**src/rtl/sticky_pkg.sv**
```systemverilog
package sticky_pkg;

   typedef enum logic [0:0] {
      SEL_TREE = 1'b0,
      SEL_FLAT = 1'b1
   } sel_style_e;

   function automatic int sel_width(input int lines);
      return (lines > 1) ? $clog2(lines) : 1;
   endfunction

endpackage

```
**src/rtl/sticky_sync.sv**
```systemverilog
module sticky_sync #(
   parameter int WIDTH  = 32,
   parameter int STAGES = 2
) (
   input  logic             clk,
   input  logic             rst,
   input  logic [WIDTH-1:0] d_async,
   output logic [WIDTH-1:0] q_sync
);

   if (STAGES < 2) begin : g_bad_stages
      $fatal(1, "sticky_sync: STAGES must be at least 2");
   end

   logic [STAGES-1:0][WIDTH-1:0] stage_q;

   always_ff @(posedge clk) begin
      if (rst) begin
         stage_q <= '0;
      end else begin
         stage_q[0] <= d_async;
         for (int s = 1; s < STAGES; s++) begin
            stage_q[s] <= stage_q[s-1];
         end
      end
   end

   assign q_sync = stage_q[STAGES-1];

endmodule

```
**src/rtl/sticky_flags.sv**
```systemverilog
module sticky_flags #(
   parameter int WIDTH = 32
) (
   input  logic             clk,
   input  logic             rst,
   input  logic [WIDTH-1:0] set_in,
   output logic [WIDTH-1:0] flag_q
);

   for (genvar b = 0; b < WIDTH; b++) begin : g_flag
      always_ff @(posedge clk) begin
         if (rst) begin
            flag_q[b] <= 1'b0;
         end else begin
            flag_q[b] <= flag_q[b] | set_in[b];
         end
      end
   end

endmodule

```
**src/rtl/sticky_rdmux.sv**
```systemverilog
module sticky_rdmux
   import sticky_pkg::*;
#(
   parameter int         WIDTH = 32,
   parameter sel_style_e STYLE = SEL_TREE,
   localparam int        SEL_W = sel_width(WIDTH),
   localparam int        PAD   = 1 << SEL_W
) (
   input  logic [WIDTH-1:0] data_in,
   input  logic [SEL_W-1:0] sel,
   output logic             data_out
);

   logic [PAD-1:0] padded;

   if (PAD > WIDTH) begin : g_pad
      assign padded = {{(PAD-WIDTH){1'b0}}, data_in};
   end else begin : g_nopad
      assign padded = data_in;
   end

   if (STYLE == SEL_FLAT) begin : g_flat
      assign data_out = padded[sel];
   end else begin : g_tree
      for (genvar l = 0; l <= SEL_W; l++) begin : lv
         logic [(PAD >> l)-1:0] v;
         if (l == 0) begin : g_leaf
            assign v = padded;
         end else begin : g_node
            for (genvar j = 0; j < (PAD >> l); j++) begin : g_pair
               assign v[j] = sel[l-1] ? lv[l-1].v[2*j+1] : lv[l-1].v[2*j];
            end
         end
      end
      assign data_out = lv[SEL_W].v[0];
   end

endmodule

```
**src/rtl/sticky_orsum.sv**
```systemverilog
module sticky_orsum
   import sticky_pkg::*;
#(
   parameter int  WIDTH  = 32,
   localparam int LEVELS = sel_width(WIDTH),
   localparam int PAD    = 1 << LEVELS
) (
   input  logic [WIDTH-1:0] data_in,
   output logic             any_out
);

   logic [PAD-1:0] padded;

   if (PAD > WIDTH) begin : g_pad
      assign padded = {{(PAD-WIDTH){1'b0}}, data_in};
   end else begin : g_nopad
      assign padded = data_in;
   end

   for (genvar l = 0; l <= LEVELS; l++) begin : lv
      logic [(PAD >> l)-1:0] v;
      if (l == 0) begin : g_leaf
         assign v = padded;
      end else begin : g_node
         for (genvar j = 0; j < (PAD >> l); j++) begin : g_pair
            assign v[j] = lv[l-1].v[2*j] | lv[l-1].v[2*j+1];
         end
      end
   end

   assign any_out = lv[LEVELS].v[0];

endmodule

```
**src/rtl/sticky_capture.sv**
```systemverilog
module sticky_capture
   import sticky_pkg::*;
#(
   parameter int         N_LINES     = 32,
   parameter int         SYNC_STAGES = 2,
   parameter sel_style_e READ_STYLE  = SEL_TREE,
   localparam int        SEL_W       = sel_width(N_LINES)
) (
   input  logic               clk,
   input  logic               rst,
   input  logic [N_LINES-1:0] ev_in,
   input  logic [SEL_W-1:0]   rd_sel,
   output logic               rd_bit,
   output logic               any_flag
);

   if (N_LINES < 2) begin : g_bad_lines
      $fatal(1, "sticky_capture: N_LINES must be at least 2");
   end

   logic [N_LINES-1:0] ev_sync;
   logic [N_LINES-1:0] flag_q;

   sticky_sync #(
      .WIDTH  (N_LINES),
      .STAGES (SYNC_STAGES)
   ) u_sync (
      .clk     (clk),
      .rst     (rst),
      .d_async (ev_in),
      .q_sync  (ev_sync)
   );

   sticky_flags #(
      .WIDTH (N_LINES)
   ) u_flags (
      .clk    (clk),
      .rst    (rst),
      .set_in (ev_sync),
      .flag_q (flag_q)
   );

   sticky_rdmux #(
      .WIDTH (N_LINES),
      .STYLE (READ_STYLE)
   ) u_rdmux (
      .data_in  (flag_q),
      .sel      (rd_sel),
      .data_out (rd_bit)
   );

   sticky_orsum #(
      .WIDTH (N_LINES)
   ) u_orsum (
      .data_in (flag_q),
      .any_out (any_flag)
   );

endmodule

```
**config.mk**
```make
export PLATFORM = sky130hd
export DESIGN_NAME = sticky_capture
export DESIGN_NICKNAME = d
export VERILOG_FILES = /design/src/rtl/sticky_pkg.sv /design/src/rtl/sticky_sync.sv /design/src/rtl/sticky_flags.sv /design/src/rtl/sticky_rdmux.sv /design/src/rtl/sticky_orsum.sv /design/src/rtl/sticky_capture.sv
export SDC_FILE = /design/constraint.sdc
export NUM_CORES = 1
export LEC_CHECK = 0
export ABC_AREA = 1
export BUFFER_PORTS_ARGS = -buffer_cell sky130_fd_sc_hd__buf_2
export CAP_MARGIN = 30
export CORE_UTILIZATION = 45
export CTS_BUF_LIST = sky130_fd_sc_hd__clkbuf_16
export DETAILED_ROUTE_END_ITERATION = 7
export GPL_TIMING_DRIVEN = 0
export SYNTH_ARGS = -nofsm -noshare
export SYNTH_HDL_FRONTEND = slang
export SYNTH_HIERARCHICAL = 1
export SYNTH_SLANG_ARGS = --single-unit
```
**constraint.sdc**
```tcl
create_clock -name clk -period 1.4 [get_ports clk]
set_input_delay 0.14 -clock clk [delete_from_list [all_inputs] [get_ports clk]]
set_output_delay 0.14 -clock clk [all_outputs]
set_load 0.02 [all_outputs]
```
# Word-level counts from Yosys, hierarchy flattened
# Index checks and enable logic that the tools add are counted.
totals:
  register_bits: 96
  input_bits: 39
  output_inout_bits: 2
  wordCells: 128
classes:
  muxes: 31
  bitwise_logic: 63
ops:
  columns: ["op", "count"]
  rows:
  - ["OR 1 bit", 63]
  - ["2-to-1 mux 1 bit", 31]

# Longest topological paths before layout
# Gate-level depths: netlist (run 1).
depth:
  depth_word: 5
  depth_mapped: 11
  mapped_depth_nobuf: 9

# Modules after synthesis
# Netlist (run 1), hierarchy kept.
by_module_without_submodules:
  columns: ["module", "n_inst", "cells_per_inst", "area_per_inst_um2", "seq_area_each_um2"]
  rows:
  - ["sticky_sync", 1, 231, 2080.7, 1281.2]
  - ["sticky_flags", 1, 99, 914.6, 640.6]
  - ["sticky_rdmux", 1, 78, 375.4, 0.0]
  - ["sticky_orsum", 1, 45, 178.9, 0.0]

# Least setup slack after synthesis (run 1)
# OpenSTA, ideal clock, no wires.
synth_timing:
  path_kind: "input-to-output"
  startpoint: "in rd_sel[0]"
  endpoint: "out rd_bit"
  t_arrival_ns: 0.932
  required_time_ns: 1.260
  setup_slack_ns: 0.328
  stages: 11
  path_buffers: 2
  cell_sequence: "buf_6 -> inv_6 -> buf_12 -> nand2_2 -> nand3_1 -> nand3_1 -> nand2_1 -> nand2_1 -> nand2_1 -> nand2_1 -> nand2_1"
synth_between:
  elab_chain_cells: 5
  elab_cells_between_ends: 31
  cone_classes: "mux (31)"
synth_rtl:
  columns: ["element", "line", "text"]
  rows:
  - ["start: declaration", "sticky_capture.sv:12", "input logic [SEL_W-1:0] rd_sel,"]
  - ["2-to-1 mux 1 bit (4 in a row)", "sticky_rdmux.sv:31", "assign v[j] = sel[l-1] ? lv[l-1].v[2*j+1] : lv[l-1].v[2*j];"]
  - ["2-to-1 mux 1 bit *", "sticky_rdmux.sv:31", null]
  - ["end: declaration", "sticky_capture.sv:13", "output logic rd_bit,"]
# Every way passes the cells marked *; elsewhere a longest branch is shown, timed or not.

# Final worst setup path (run 1)
layout_timing:
  startpoint: "reg u_flags.flag_q[18]"
  endpoint: "out rd_bit"
layout_between:
  elab_chain_cells: 5
layout_rtl:
  columns: ["element", "line", "text"]
  rows:
  - ["start: declaration", "sticky_flags.sv:7", "output logic [WIDTH-1:0] flag_q"]
  - ["start signal: indexed assignment", "sticky_flags.sv:15", "flag_q[b] <= flag_q[b] | set_in[b];"]
  - ["2-to-1 mux 1 bit (5 in a row)", "sticky_rdmux.sv:31", null]
# Every way passes these cells.

==> results of run 1 <==
-- per-layer routing --
metal	wire length (um)	vias up
met2	2660	33
met3	216	4
met4	55	0
met5	0	-
li1	-	1411
met1	2730	1104
-- cell type report --
type | instances | share of cell area (%)
clock buffer | 9 | 5.07
timing repair buffer | 60 | 9.01
multi-input combinational | 226 | 21.5
buffer | 46 | 9.01
tap | 102 | 2.87
clock inverter | 7 | 1.27
inverter | 85 | 7.29
sequential | 96 | 44.0
-- registers in the layout, summed over array words and instances (netlist names) --
name            flops
u_sync/stage_q     32
u_sync/q_sync      32
u_flags/flag_q     32
-- synth_stat cells --
| cell type | number | area (um^2) |
|---|---|---|
| nand3_1 | 24 | 120 |
| buf_12 | 1 | 20.0 |
| nand4_1 | 1 | 6.26 |
| inv_1 | 83 | 312 |
| nand2_2 | 6 | 37.5 |
| nand2_1 | 51 | 191 |
| inv_2 | 1 | 3.75 |
| buf_4 | 32 | 240 |
| dfxtp_1 | 96 | 1920 |
| buf_2 | 1 | 5.00 |
| nor2_2 | 1 | 6.26 |
| buf_6 | 12 | 135 |
| and2_1 | 2 | 12.5 |
| inv_6 | 1 | 8.76 |
| nor2_1 | 141 | 529 |
-- critical path, stage by stage, from the launching register on --
cell	delay, ns
dfxtp_2	0.34
nand2_1	0.07
nand3_2	0.08
nand3_2	0.08
nand2_1	0.07
nand2_1	0.05
nand2_1	0.05
nand2_1	0.04
nand2_1	0.07
buf_6	0.11
-- kinds of logic after synthesis --
| logic type | synth area share (%) |
|---|---|
| buf+inv | 20.4 |
| flops | 54.1 |
| simple gates | 25.4 |
-- per-stage QoR --
| step | util [%] | TNS (ns) | hold WS, ns |
|---|---|---|---|
| after floorplan | - | 0 | 0.212 |
| after global placement | 50.3 | 0 | 0.338 |
| after detailed placement | 50.3 | 0 | 0.345 |
| after CTS | 56.7 | -0.0807 | 0.000100 |
| after global routing | 57.8 | -0.242 | 0.00838 |
| final | 57.8 | -0.0383 | 0.00889 |
-- power breakdown --
| part | switching (mW) | internal, mW |
|---|---|---|
| Sequential | 0.0628 | 2.88 |
| Combinational | 0.259 | 0.283 |
| Clock | 0.914 | 1.35 |
-- how the worst min path moves through the flow --
stage,cells after the start,endpoint,from,slack [ns]
global placement,3,u_sync/stage_q[11],ev_in[11],0.34
CTS,3,u_sync/stage_q[19],ev_in[19],0.0001
floorplan,1,u_flags/flag_q[30],rst,0.21
global route,3,u_sync/stage_q[18],ev_in[18],0.008
detailed placement,3,u_sync/stage_q[27],ev_in[27],0.34
finish,3,u_sync/stage_q[19],ev_in[19],0.009
-- what timing repair did --
item / CTS / global route
pin swaps: 5 / 19
hold buffers: 13 / 0
endpoints found under the hold margin: 13 / 0
setup endpoints to repair: 2 / 2
setup buffers: 5 / 4
gates resized for setup: 25 / 22
==> impl_results.md, run 1 <==
* RR Endpoint: u_flags/flag_q[21]
* TritonCTS clock tree: yes
* Die X at 90.8 um
* Ports at 41
* Via-to-Cell Ratio at 4.04
* Failing checks: negative setup slack
* Initial Utilization at 46.2%
* WL final at 5660 um
* Syn avg cell area at 7.84 um^2
* Buffers added on ports at 38
* Ys Warns at 6
* Remaining global-route overflow at 0
* Register-to-Register Path Depth at 3
* Arr. time, crit path at 1.29 ns
* Seq/Total Area, Yosys at 54.1%
* Most common cell after layout, fill and taps aside: nor2_1
* Initial antenna violation count at 0
* Worst Path Max Fanout at 3
* GR Layer Usage met2 at 24.4%
* Final non-filler cell total at 631
* Pwr per Cell Area at 1290 nW/um^2
* DRT iter0 DRCs at 90
* Core Area at 7690 um^2
* Largest net degree at the start of global routing at 15
* Total GRT Usage at 15.0%
* Crit share post-route at 102%
* First-pass GRT wire length at 9760 um
* Commonest non-fill, non-tap cells in the layout: 139 x nor2_1, 84 x inv_1, 69 x dfxtp_1
* FF+latch count, synth at 96
* Register area at 1960 um^2
* Detailed placement HPWL at 3830 um
* Crit path from: u_flags/flag_q[18]
* Flop2flop setup slack at 0.69 ns
* Finished Cell Area at 4440 um^2
* Final Skew at 0.00484 ns
* R2r startpoint: u_sync/q_sync[21]
* RSZ-0062 raised after global routing: yes
* Worst path required time at 1.26 ns
* Tot Pwr at 5.75 mW
* Post-DP Area at 3870 um^2
* Met1 GRT Util at 18.2%
* Clock period minus worst slack at 1.43 ns
* Status: complete, but fails checks
* Multi-input gate area at 953 um^2
* Clock tree buffer depth at 2
* Syn Nets at 492
* Worst-path clk slew at 0.06 ns
* Cell count after synthesis at 453
* # placed instances at 593
* GP Congestion at 0.755
* Die Ht at 90.8 um
* Post-synth cell types at 15
* Routed WL per cell at 8.97 um
* Nets at 563
* M3 GR Usage at 4.55%
* Ant. Diodes at 0
* Via Count at 2,552
* Worst slew pin tran at 0.200 ns
* Hold Path Class: in2reg
* H-tree depth at 3
* Clock sink total at 96
* CP Launch Type: register
* Row count at 32
* Worst Setup EP: rd_bit
* Syn Std Cell Area at 3550 um^2
* CP endpoint kind: output port
* Fmax at 699 MHz
* Worst VDD drop at 0.954 mV
* Die area at 8250 um^2
* PnR worst setup slack at -0.0310 ns
* Area grow syn2layout at 25.2%
* Setup CP Type: reg2out
* Final Hold Fails at 0
* Cts bufs inserted at 9
* # fillers at 722
* Pre-antenna DRT Iters at 4
* Pre-CTS setup slack at 0.153 ns
* Leak pwr at 2.25 nW
* Layout cells sized above 1 at 29.9%
* Worst slew margin at 86.6%
* Post-detailed-route count of antenna-violating nets at 0
* Gr busiest metal: met2
* Residual DRC count at 0
* Root buffer cell: clkbuf_16
* Vias in the first global route at 2,337
* Maxcap violations at 0
* Final Setup Violations at 2
* Clock latency on the worst-skew pair at 0.33 ns
* Max Slew Vio Count at 0
(Power assumes the default switching activity.)
==> run 2: changes to the inputs <==
- ABC_AREA: 1 -> unset
==> impl_results.md, run 2 <==
* Hold Path Class: in2reg
* Ys flop type: dfxtp_1
* Final Hold Fails at 0 (unchanged)
* Nets at 380 (-33%)
* Layout cells sized above 1 at 58.4% (+29 points)
* Ys Warns at 6 (unchanged)
* FF+latch count, synth at 96 (unchanged)
* Post-detailed-route count of antenna-violating nets at 0 (unchanged)
* Syn Std Cell Area at 3530 um^2 (-0.42%)
* RSZ-0062 raised after global routing: yes
* Worst slew margin at 77.4% (-9.3 points)
* Root buffer cell: clkbuf_16
* Register area at 1940 um^2 (-0.90%)
* Vias in the first global route at 1,917 (-18%)
* CP Launch Type: register
* Clock sink total at 96 (unchanged)
* Ant. Diodes at 0 (unchanged)
* Setup CP Type: reg2out
* Area leader, netlist: dfxtp_1
* M3 GR Usage at 4.38% (-0.17 points)
* WL final at 5320 um (-6.1%)
* Clock tree buffer depth at 2 (unchanged)
* Status: complete, but fails checks
* Clock period minus worst slack at 1.72 ns (+0.287 ns)
* Arr. time, crit path at 1.58 ns (+0.29 ns)
* Cts bufs inserted at 9 (unchanged)
* Residual DRC count at 0 (unchanged)
* Most numerous cell in the Yosys netlist: dfxtp_1
* Die area at 8210 um^2 (-0.42%)
* Worst Path Max Fanout at 2 (-1)
* Area contributors post-synth: dfxtp_1 54%, nor2b_2 15%, buf_4 6.8%
* Crit share post-route at 123% (+21 points)
* Post-synth cell types at 26 (+11)
* Ports at 41 (unchanged)
* Via Count at 1,982 (-22%)
* Syn avg cell area at 12.4 um^2 (+58%)
* Failing checks: negative setup slack
* Worst path required time at 1.26 ns (about the same)
* Finished Cell Area at 4280 um^2 (-3.7%)
* Yosys top cell area share at 54.4% (+0.23 points)
* PnR worst setup slack at -0.318 ns (-0.287 ns)
* Remaining global-route overflow at 0 (unchanged)
* Via-to-Cell Ratio at 4.45 (+10%)
* Worst-path clk slew at 0.06 ns (about the same)
* Seq/Total Area, Yosys at 54.4% (+0.23 points)
* Met1 GRT Util at 19.6% (+1.4 points)
* Final Skew at 0.00468 ns (-0.000161 ns)
* Row count at 31 (-3.1%)
* Post-DP Area at 3850 um^2 (-0.36%)
* TritonCTS clock tree: yes
* Worst VDD drop at 0.668 mV (-30%)
* Leak pwr at 1.90 nW (-16%)
* Initial Utilization at 47.7% (+1.5 points)
* Most common cell after layout, fill and taps aside: dfxtp_1
* Maxcap violations at 0 (unchanged)
* CP endpoint kind: output port
* Util after Layout at 57.7% (-0.070 points)
* Pwr per Cell Area at 1340 nW/um^2 (+3.8%)
* Post-synth EDFFs at 0 (unchanged)
* Multi-input gate area at 1310 um^2 (+37%)
* Pre-antenna DRT Iters at 4 (unchanged)
* GP Congestion at 0.781 (+3.5%)
* Worst slew pin tran at 0.339 ns (+0.138 ns)
* Commonest non-fill, non-tap cells in the layout: 85 x dfxtp_1, 60 x nor2b_2, 40 x buf_2
* GR Layer Usage met2 at 20.8% (-3.6 points)
* Synth top cells by count: 96 x dfxtp_1, 60 x nor2b_2, 32 x buf_4
* Max Slew Vio Count at 0 (unchanged)
* Final Setup Violations at 2 (unchanged)
* Buffers added on ports at 39 (+2.6%)
* Cell count after synthesis at 286 (-37%)
* Core Area at 7410 um^2 (-3.6%)
* H-tree depth at 3 (unchanged)
* Hold depth at 2 (-1)
* # fillers at 670 (-7.2%)
* Register-to-Register Path Depth at 2 (-1)
* First-pass GRT wire length at 9090 um (-6.9%)
* Setup_tns at -0.566 ns (-0.528 ns)
* Total GRT Usage at 14.5% (-0.51 points)
* Area grow syn2layout at 21.0%
* Fmax at 582 MHz (-17%)
* Clock latency on the worst-skew pair at 0.33 ns (about the same)
* DRT iter0 DRCs at 34 (-62%)
* Syn Nets at 325 (-34%)
* Routed WL per cell at 11.9 um (+33%)
* Tot Pwr at 5.74 mW (-0.13%)
* Flop2flop setup slack at 0.64 ns (-0.05 ns)
* Detailed placement HPWL at 3750 um (-2.1%)
* Ys async rst share at 0% (unchanged)
* Gr busiest metal: met2
* Die Ht at 90.6 um (-0.21%)
* Initial antenna violation count at 0 (unchanged)
* Die X at 90.6 um (-0.21%)
* Largest net degree at the start of global routing at 16 (+1)
## run 2: changes by cell type after synthesis, moves of 6 or more
cell     before  now
buf_6        12    6
nor2b_2       0   60
o21ba_1       0   10
mux2i_1       0   16
nor2_1      141    1
nand3_1      24    2
nand2_1      51    6
inv_1        83    0
nor4_1        0    7
nand2_2       6    0
o21ba_2       0   22
## run 2: path summary, 6_finish.rpt
kind / startpoint / to
setup / recovery: u_flags/flag_q[19] / rd_bit
hold / removal: ev_in[23] / u_sync/stage_q[23]
setup reg to reg: u_flags/flag_q[19] / u_flags/flag_q[19]
hold reg to reg: u_sync/stage_q[15] / u_sync/q_sync[15]
## run 2: metal layers
metal | part of all wire [%] | vias to the layer above
met5 | 0 | -
met4 | 2.0 | 0
met3 | 3.6 | 9
met2 | 43 | 33
met1 | 51 | 909
li1 | - | 1031
## run 2: cell families after synthesis
logic type             after synthesis  synth area share, %
AOI/OAI and AO/OA                   41                 10.8
buffers and inverters               44                 10.5
and+or+nand+nor                     89                 19.7
DFF                                 96                 54.4
muxes                               16                 4.53
## run 2: worst max-delay path, stage by stage, from the launching register on
cell and delay [ns]:
dfxtp_4 0.34, mux2i_1 0.13, a22oi_1 0.10, nand4b_1 0.11, a21oi_2 0.05, a311o_1 0.37
buf_6 0.15
## run 2: stage by stage
stage	hold slack, ns	cells	setup slack [ns]
after floorplan	0.268	286	0.147
after global placement	0.347	424	-0.0406
after detailed placement	0.351	424	-0.0654
after CTS	0.000346	444	-0.302
after global routing	0.00569	445	-0.421
final	0.00986	445	-0.318
## run 2: timing repair
action                                 4_1_cts  5_1_grt
setup endpoints to repair                    2        2
endpoints found under the hold margin        3        0
buffers inserted                             1        1
hold buffers                                 3        0
pin swaps                                    4        9
gates resized for setup                     11       14
## run 2: area by class of cell
class                           count  share of cell area, %
Multi-Input combinational cell    146                   30.5
Timing Repair Buffer               44                   5.82
Clock inverter                      7                   1.46
Tap cell                           99                   2.90
Buffer                             44                   8.72
Sequential cell                    96                   45.3
Clock buffer                        9                   5.27
## run 2: report_power, final
part	switching [mW]	internal, mW
registers	0.0703	2.87
logic	0.176	0.311
clock network	0.950	1.37
